--- config.mk ---
export PLATFORM = sky130hd
export DESIGN_NAME = i2c_bit_engine
export DESIGN_NICKNAME = d
export VERILOG_FILES = /design/src/rtl/i2c_bit_engine.sv
export SDC_FILE = /design/constraint.sdc
export NUM_CORES = 1
export LEC_CHECK = 0
export CORE_AREA = 2 2 78 80
export DETAILED_ROUTE_END_ITERATION = 6
export DIE_AREA = 0 0 80 82
export DONT_BUFFER_PORTS = 1
export PLACE_DENSITY = 0.48
export REMOVE_ABC_BUFFERS = 1
export SETUP_SLACK_MARGIN = 0.02
export SLEW_MARGIN = 20
export SYNTH_ARGS = -nofsm -noshare
export SYNTH_HDL_FRONTEND = slang
export SYNTH_SLANG_ARGS = --single-unit
--- constraint.sdc ---
create_clock -name clk -period 8.7 [get_ports clk]
set_clock_uncertainty 0.2 [all_clocks]
set_input_delay 0.87 -clock clk [delete_from_list [all_inputs] [get_ports clk]]
set_output_delay 0.87 -clock clk [all_outputs]
set_load 0.05 [all_outputs]
--- src/rtl/i2c_bit_engine.sv ---
module i2c_bit_engine #(
  parameter int CLK_HZ = 50_000_000,
  parameter int CNT_W  = 16
) (
  input  logic             clk,
  input  logic             rst_n,
  input  logic             cfg_valid,
  input  logic [1:0]       cfg_speed,
  output logic             cfg_err,
  input  logic             cmd_valid,
  input  logic [2:0]       cmd_op,
  input  logic             cmd_bit,
  output logic             cmd_ready,
  output logic             cmd_done,
  output logic             rd_bit,
  input  logic             sda_in,
  output logic             scl_low,
  output logic             sda_low
);

  localparam logic [CNT_W-1:0] STD_LO  = CNT_W'(64'(CLK_HZ) * 64'd4700 / 64'd1_000_000_000 + 64'd1);
  localparam logic [CNT_W-1:0] STD_HI  = CNT_W'(64'(CLK_HZ) * 64'd4000 / 64'd1_000_000_000 + 64'd1);
  localparam logic [CNT_W-1:0] FAST_LO = CNT_W'(64'(CLK_HZ) * 64'd1300 / 64'd1_000_000_000 + 64'd1);
  localparam logic [CNT_W-1:0] FAST_HI = CNT_W'(64'(CLK_HZ) * 64'd600  / 64'd1_000_000_000 + 64'd1);

  localparam logic [2:0] OP_START = 3'd0;
  localparam logic [2:0] OP_RSTRT = 3'd1;
  localparam logic [2:0] OP_STOP  = 3'd2;
  localparam logic [2:0] OP_WR    = 3'd3;
  localparam logic [2:0] OP_RD    = 3'd4;

  typedef enum logic [3:0] {
    P_IDLE, P_PRE_LO, P_PRE_HI, P_HOLD, P_SCL_DN,
    P_RS_HI, P_RS_SU,
    P_SP_LO, P_SP_HI, P_SP_SU, P_SP_BUF,
    P_WR_HI, P_WR_LO, P_RD_HI, P_RD_LO
  } phase_t;

  phase_t           phase, nxt, start_ph;
  logic [CNT_W-1:0] cnt, lo_q, hi_q;
  logic             fin, use_lo;

  assign cmd_ready = (phase == P_IDLE);
  wire accept = cmd_ready && cmd_valid && (cmd_op <= OP_RD);
  wire expire = (phase != P_IDLE) && (cnt == '0);
  assign start_ph = sda_in ? P_HOLD : P_PRE_LO;

  always_comb begin
    nxt = phase;
    fin = 1'b0;
    if (accept) begin
      case (cmd_op)
        OP_START: nxt = start_ph;
        OP_RSTRT: nxt = P_RS_HI;
        OP_STOP:  nxt = P_SP_LO;
        OP_WR:    nxt = P_WR_HI;
        default:  nxt = P_RD_HI;
      endcase
    end else if (expire) begin
      case (phase)
        P_PRE_LO: nxt = P_PRE_HI;
        P_PRE_HI: nxt = P_HOLD;
        P_HOLD:   nxt = P_SCL_DN;
        P_RS_HI:  nxt = P_RS_SU;
        P_RS_SU:  nxt = start_ph;
        P_SP_LO:  nxt = P_SP_HI;
        P_SP_HI:  nxt = P_SP_SU;
        P_SP_SU:  nxt = P_SP_BUF;
        P_WR_HI:  nxt = P_WR_LO;
        P_RD_HI:  nxt = P_RD_LO;
        default: begin
          nxt = P_IDLE;
          fin = 1'b1;
        end
      endcase
    end
  end

  always_comb begin
    case (nxt)
      P_PRE_LO, P_PRE_HI, P_SCL_DN, P_RS_SU,
      P_SP_LO, P_SP_BUF, P_WR_LO, P_RD_LO: use_lo = 1'b1;
      default:                              use_lo = 1'b0;
    endcase
  end

  always_ff @(posedge clk or negedge rst_n) begin
    if (!rst_n) begin
      phase    <= P_IDLE;
      cnt      <= '0;
      scl_low  <= 1'b0;
      sda_low  <= 1'b0;
      cmd_done <= 1'b0;
      rd_bit   <= 1'b0;
    end else begin
      cmd_done <= fin;
      if (phase == P_RD_HI && cnt == '0)
        rd_bit <= sda_in;
      if (accept || expire) begin
        phase <= nxt;
        cnt   <= (use_lo ? lo_q : hi_q) - 1'b1;
        case (nxt)
          P_PRE_LO, P_SCL_DN, P_WR_LO, P_RD_LO: scl_low <= 1'b1;
          P_PRE_HI, P_SP_HI:                    scl_low <= 1'b0;
          P_HOLD, P_SP_LO:                      sda_low <= 1'b1;
          P_SP_BUF:                             sda_low <= 1'b0;
          P_RS_HI, P_RD_HI: begin
            scl_low <= 1'b0;
            sda_low <= 1'b0;
          end
          P_WR_HI: begin
            scl_low <= 1'b0;
            sda_low <= ~cmd_bit;
          end
          default: ;
        endcase
      end else if (phase != P_IDLE) begin
        cnt <= cnt - 1'b1;
      end
    end
  end

  always_ff @(posedge clk or negedge rst_n) begin
    if (!rst_n) begin
      lo_q    <= STD_LO;
      hi_q    <= STD_HI;
      cfg_err <= 1'b0;
    end else if (cfg_valid) begin
      case (cfg_speed)
        2'd0: begin
          lo_q    <= STD_LO;
          hi_q    <= STD_HI;
          cfg_err <= 1'b0;
        end
        2'd1: begin
          lo_q    <= FAST_LO;
          hi_q    <= FAST_HI;
          cfg_err <= 1'b0;
        end
        default: cfg_err <= 1'b1;
      endcase
    end
  end

endmodule

==> results of run 1 <==
[cells in the mapped netlist (2+ instances only)]
master / count
a211oi_1: 4
a21boi_0: 3
a21oi_1: 20
a31oi_1: 4
clkbuf_1: 4
dfrtp_1: 26
ha_1: 5
inv_1: 11
mux2_2: 4
mux2i_1: 5
nand2_1: 26
nand2b_1: 2
nand3_1: 8
nand4_1: 2
nand4b_1: 2
nor2_1: 17
nor3_1: 9
nor4_1: 4
o21ai_0: 17
o221a_2: 2
o22ai_1: 2
o31ai_1: 3
or2_2: 2
or3_1: 4
or4_1: 2
or4_4: 2
[layer usage]
metal	global-route usage, %	part of all wire (%)	vias to the layer above	routed length, um
met1	22.7	51	794	2440
li1	-	-	828	-
met5	0	0	-	0
met2	25.2	44	29	2120
met3	2.31	3.7	4	178
met4	4.24	0.78	0	37
[power by group]
| group | leakage [nW] | internal [mW] | switching, mW |
|---|---|---|---|
| registers | 0.332 | 0.158 | 0.0465 |
| clock network | 0.0228 | 0.0329 | 0.0416 |
| logic | 0.472 | 0.0942 | 0.119 |
[cells by family (layout without fill, tap and decap cells)]
group,count (synthesis),in the layout
compound gates,72,72
simple gates,89,89
buf+inv,20,18
fa+ha+maj,5,5
mux,9,9
xor+xnor,2,2
flops,27,27
[final timing paths]
check                      slack, ns             endpoint                  from
max                             3.50   cnt[8]$_DFFE_PN0P_  phase[3]$_DFFE_PN0P_
min                             0.08   cmd_done$_DFF_PN0_                 rst_n
max reg2reg                     3.50   cnt[8]$_DFFE_PN0P_  phase[3]$_DFFE_PN0P_
min reg2reg                     0.34  cnt[12]$_DFFE_PN0P_   cnt[12]$_DFFE_PN0P_
max in group asynchronous       8.05  lo_q[5]$_DFFE_PN1P_                 rst_n
min in group clk                0.34  cnt[12]$_DFFE_PN0P_   cnt[12]$_DFFE_PN0P_
[cell type report]
| class | count | area [sq um] |
|---|---|---|
| Sequential cell | 27 | 677 |
| Fill cell | 605 | 3750 |
| Multi-Input combinational cell | 177 | 1120 |
| Inverter | 12 | 45.0 |
| Timing Repair Buffer | 2 | 15.0 |
| Tap cell | 75 | 93.8 |
| Clock buffer | 4 | 45.0 |
[state kept, by name (all words and copies together), names as in the netlist]
register and count:
phase 4, scl_low 1, sda_low 1, lo_q 2, rd_bit 1, cmd_done 1, cnt 16, cfg_err 1
[per-stage QoR]
step / instances / utilization [%] / hold slack [ns]
after detailed placement: 293 / 34.0 / 0.323
final: 297 / 34.8 / 0.0757
after floorplan: 216 / - / 0.270
after global routing: 297 / 34.8 / 0.0559
after global placement: 293 / 34.0 / 0.312
after CTS: 297 / 34.8 / 0.0690
==> results.yml, run 1 <==
clock_tree:
  numCtsBuffers: 3
  cts.sinks: 27
  insertion_delay_ns: 0.27
  htreeDepth: 1
  root_buffer: "clkbuf_8"
  post-cts-setup-buffers: 0
  cts_tree: "built"
  cts_resized: 0
  clk_pin_slew_worst_paths_ns: 0.10
  hold_buffers: 0
  clock_path_buffers: 2
floorplanning:
  rows: 28
  io_pins: 17
  start_util_pct: 33.5
  die_w_um: 80
  core_region_area_sq_um: 5750
  fp.dieArea_sq_um: 6560
  die_y_um: 82
worst_setup_path:
  crit_path_frequent_cell: "a21oi_1"
  startpoint_type: "flip-flop"
  crit_chain: "or4_1, inv_1, and3_1, o21bai_2, o221a_2, inv_1, ha_1, inv_1, a21oi_1, nor3_1, nor3_1, a21oi_1, ha_1, nand3_1, o41ai_2, a21oi_1, or3_1, a21oi_1"
  crit_cells: 18
  cp_slowest_cell: "or4_1"
  path_class: "flip-flop to flip-flop"
  cp.required_ns: 8.70
  path_buf_inv: 3
  max_stage_delay_ns: 0.71
  cp_max_fo: 17
  end_kind: "flip-flop"
  crit_arrival_ns: 5.20
  reg2reg_depth: 18
  critPathTopFamily: "simple AND/OR/NAND/NOR gates"
synth:
  synth_top_family_by_area: "compound AO/OA/AOI/OAI gates"
  synth-simple-area-share_pct: 23.7
  post_synth_mux_area_share_pct: 4.94
  synthesis.area_sq_um: 1920
  yosys.area_share.xor_xnor_pct: 0.911
  synth.distinct_cells: 60
  synth_compound_area_share_pct: 25.6
  synth_top_area_cell: "dfrtp_1"
  synth_seq_cells: 27
  ys.flop_type: "dfrtp_1"
  yosysWarningCount: 0
  synth_adder_area_share_pct: 3.25
  syn_inst: 224
  synth_edf_count: 0
  avgSynthCellArea_sq_um: 8.59
  synthArstFlopShare_pct: 100
  ys_seq_area_share_pct: 35.2
  synth_top_area_share_pct: 33.8
  synthTopCellsByArea: "dfrtp_1 34%, a21oi_1 5.2%, nand2_1 5.1%"
grt:
  overflow: 0
  grt_max_degree: 28
  grt_pass1_vias: 1652
  antenna_found_initial: 0
  grt_pass1_wl_mm: 8.12
  grt_usage_pct: 15.9
timing:
  setup_viol: 0
  timing.final.crit_share_pct: 59.8
  fin_tns_setup_ns: 0
  rsz0062_at_grt: "no"
  hold_viol: 0
  slew_viol_final: 0
  fin_crit_ns: 5.20
  fmax_ghz: 0.192
  relSlewSlack_pct: 52.3
  worst_slack_ns: 3.50
  tightest_slew_ns: 0.709
drt:
  drc_errors: 0
  drt_iter0_drc: 61
  vias: 1655
  vias_per_cell: 5.57
  drtPass1Iterations: 4
  drtAntennaViolNets: 0
  totalWireLength_mm: 4.77
  wl_per_cell_um: 16.1
placement:
  port_buffers: 0
  pre_cts_slack_ns: 3.54
  hpwl_mm: 3.54
  dpl_cell_area_sq_um: 1950
  gp_congestion: 0.855
final_layout:
  final_cell_area_sq_um: 2000
  final_nets: 239
  antennaDiodeCount: 0
  final_layout_size_suffix_gt1_share_pct: 12.6
  syn_to_final_growth_pct: 3.97
  mostFrequentLayoutCells: "26 x nand2_1, 26 x dfrtp_1, 20 x a21oi_1"
pwr:
  p_per_area_nw_per_um2: 246
  p_total_uw: 492
  p_leak_nw: 0.827
  ir_worst_vdd_uv: 115
run:
  drv_cap: 0
hold_path:
  holdCritPathClass: "primary input to async pin"
outcome:
  status: "complete, no violations"
Power figures use the tool's default switching activity.
==> inputs of run 2 (changes only) <==
--- a/config.mk
+++ b/config.mk
@@ -9,7 +9,7 @@
 export DETAILED_ROUTE_END_ITERATION = 6
 export DIE_AREA = 0 0 80 82
 export DONT_BUFFER_PORTS = 1
-export PLACE_DENSITY = 0.48
+export PLACE_DENSITY = 0.49
 export REMOVE_ABC_BUFFERS = 1
 export SETUP_SLACK_MARGIN = 0.02
 export SLEW_MARGIN = 20
==> constraint.sdc (replaced) <==
create_clock -name clk -period 4.2 [get_ports clk]
set_clock_uncertainty 0.2 [all_clocks]
set_input_delay 0.42 -clock clk [delete_from_list [all_inputs] [get_ports clk]]
set_output_delay 0.42 -clock clk [all_outputs]
set_load 0.05 [all_outputs]
==> run 2 against run 1 <==
Net effect: the run now ends with negative setup slack left; core utilization up 10 points; flip-flop and latch count unchanged; setup slack worse by 3.5 ns; cell area up 29%; sequential power up 91%; register-to-register slack worse by 3.5 ns; largest cell class unchanged.
==> results.yml, run 2 (synthesis gave the netlist of run 1 again) <==
outcome:
  status: "complete, but fails checks"
  violations: "negative setup slack"
timing:
  fin_tns_setup_ns: -0.0497
  worst_slack_ns: -0.0279
  rsz0062_at_grt: "yes"
  hold_viol: 0
  timing.final.crit_share_pct: 101
  whs_ns: 0.0887
  slew_viol_final: 0
  relSlewSlack_pct: 31.3
  fin_crit_ns: 4.23
  fmax_ghz: 0.237
  tightest_slew_ns: 1.03
  setup_viol: 3
grt:
  grt_pass1_wl_mm: 9.07
  antenna_found_initial: 0
  overflow: 0
  grt_pass1_vias: 1872
  grt_max_degree: 28
  grt_usage_pct: 17.6
placement:
  dpl_cell_area_sq_um: 2280
  hpwl_mm: 3.84
  gp_congestion: 0.839
  pre_cts_slack_ns: -0.165
  dp.cells: 336
  port_buffers: 0
final_layout:
  fillCellCount: 562
  final_common_cell: "buf_4"
  final_nets: 296
  final_cell_area_sq_um: 2570
  antennaDiodeCount: 0
  utilization_pct: 44.8
  syn_to_final_growth_pct: 33.8
  final_layout_size_suffix_gt1_share_pct: 35.5
  mostFrequentLayoutCells: "54 x buf_4, 26 x dfrtp_1, 25 x nand2_1"
  largestRegisters: "cnt: 16 flops, phase: 4 flops, lo_q: 2 flops"
  largest_register_ffs: 16
  regMostFlops: "cnt"
  fin_cells: 354
worst_setup_path:
  max_stage_delay_ns: 0.54
  r2r_start: "cnt[11]$_DFFE_PN0P_"
  startpoint_type: "flip-flop"
  cp_slowest_cell: "or4_4"
  crit_arrival_ns: 4.22
  end_kind: "flip-flop"
  cp.required_ns: 4.19
  critPathCapture: "cnt[10]$_DFFE_PN0P_"
  r2r_end: "cnt[10]$_DFFE_PN0P_"
  crit_chain: "or4_4, or4_4, nor2_4, nand2_2, o221a_4, ha_4, and3_4, nor3_4, nor3_4, a21oi_2, ha_2, nor2b_4, nand4_1, o41ai_2, buf_4, a21o_4, nand3_1, mux2i_1"
  path_class: "flip-flop to flip-flop"
  cp-startpoint: "cnt[11]$_DFFE_PN0P_"
  reg2reg_depth: 18
  cp_max_fo: 4
  r2r_slack_ns: -0.03
pwr:
  switching_share_pct: 39.6
  p_leak_nw: 1.12
  p_per_area_nw_per_um2: 499
  p_switching_uw: 509
  ir_worst_vdd_uv: 251
  pwr-share-clk_pct: 11.8
  p_comb_share_pct: 57.7
  p_total_mw: 1.28
  seqPwrFrac_pct: 30.5
  internal_power_uw: 776
floorplanning:
  die_w_um: 80
  die_y_um: 82
  core_region_area_sq_um: 5750
  fp.dieArea_sq_um: 6560
  rows: 28
  io_pins: 17
  start_util_pct: 33.5
drt:
  drt_iter0_drc: 115
  drtPass1Iterations: 4
  vias: 1903
  vias_per_cell: 5.38
  wl_per_cell_um: 15.4
  drc_errors: 0
  drtAntennaViolNets: 0
  totalWireLength_mm: 5.46
hold_path:
  min_path_cells: 1
  holdCritPathClass: "primary input to flip-flop"
run:
  drv_cap: 0
clock_tree:
  clk_pin_slew_worst_paths_ns: 0.09
  htreeDepth: 1
  clock_path_buffers: 2
  numCtsBuffers: 3
  cts.sinks: 27
  root_buffer: "clkbuf_8"
  cts_tree: "built"
  insertion_delay_ns: 0.27
## run 2: cell types whose count changed in the layout (fill, tap and decap cells not counted), moves of 2 or more
cell	change
buf_4	+52
nor3_1	-2
inv_2	+2
nor3_4	+2
a21oi_1	-2
inv_1	-2
dlygate4sd3_1	+3
ha_2	+2
nor2_1	-2
ha_1	-3
## run 2: area by class of cell
cell class | instances | area (sq um) | area share (%)
clock buffers | 4 | 45.0 | 1.75
inverters | 12 | 45.0 | 1.75
multi-input cells | 177 | 1250 | 48.4
flip-flops and latches | 27 | 677 | 26.3
well taps | 75 | 93.8 | 3.65
repair buffers | 59 | 467 | 18.1
## run 2: how the worst min path moves through the flow
| stage | startpoint | end |
|---|---|---|
| after global placement | rst_n | rd_bit$_DFFE_PN0P_ |
| after detailed placement | rst_n | rd_bit$_DFFE_PN0P_ |
| final | cfg_speed[0] | lo_q[1]$_DFFE_PN0P_ |
| after CTS | cfg_speed[0] | lo_q[1]$_DFFE_PN0P_ |
| after floorplan | rst_n | cfg_err$_DFFE_PN0P_ |
| after global routing | cfg_speed[1] | cfg_err$_DFFE_PN0P_ |
## run 2: worst max-delay path: cells and delay by family (launching register included)
family	cells	cell delay, ns
AND/OR/NAND/NOR	10	2.04
AO/OA/AOI/OAI	4	0.64
adder cells (fa/ha/maj)	2	0.46
flip-flops	1	0.39
multiplexers	1	0.20
buffers and inverters	1	0.17
## run 2: timing repair
action,CTS,global route
pin swaps,14,9
gates resized for setup,17,9
hold endpoints to repair,28,0
setup buffers,4,6
hold buffers,4,0
setup endpoints to repair,5,5
## run 2: power groups by stage
| stage | logic (mW) | clock network [mW] | registers (mW) |
|---|---|---|---|
| after CTS | 0.693 | 0.163 | 0.391 |
| final | 0.741 | 0.151 | 0.392 |
| after detailed placement | 0.629 | 0 | 0.396 |
| after global routing | 0.815 | 0.176 | 0.404 |
| after global placement | 0.632 | 0 | 0.395 |
| after floorplan | 0.355 | 0 | 0.400 |
## run 2: layer usage
metal  track usage [%]  routed length, um  vias to the layer above
met5                 0                  0                        -
li1                  -                  -                      947
met1              23.8               2580                      910
met2              29.6               2590                       42
met4              4.24                 49                        0
met3              2.75                231                        4
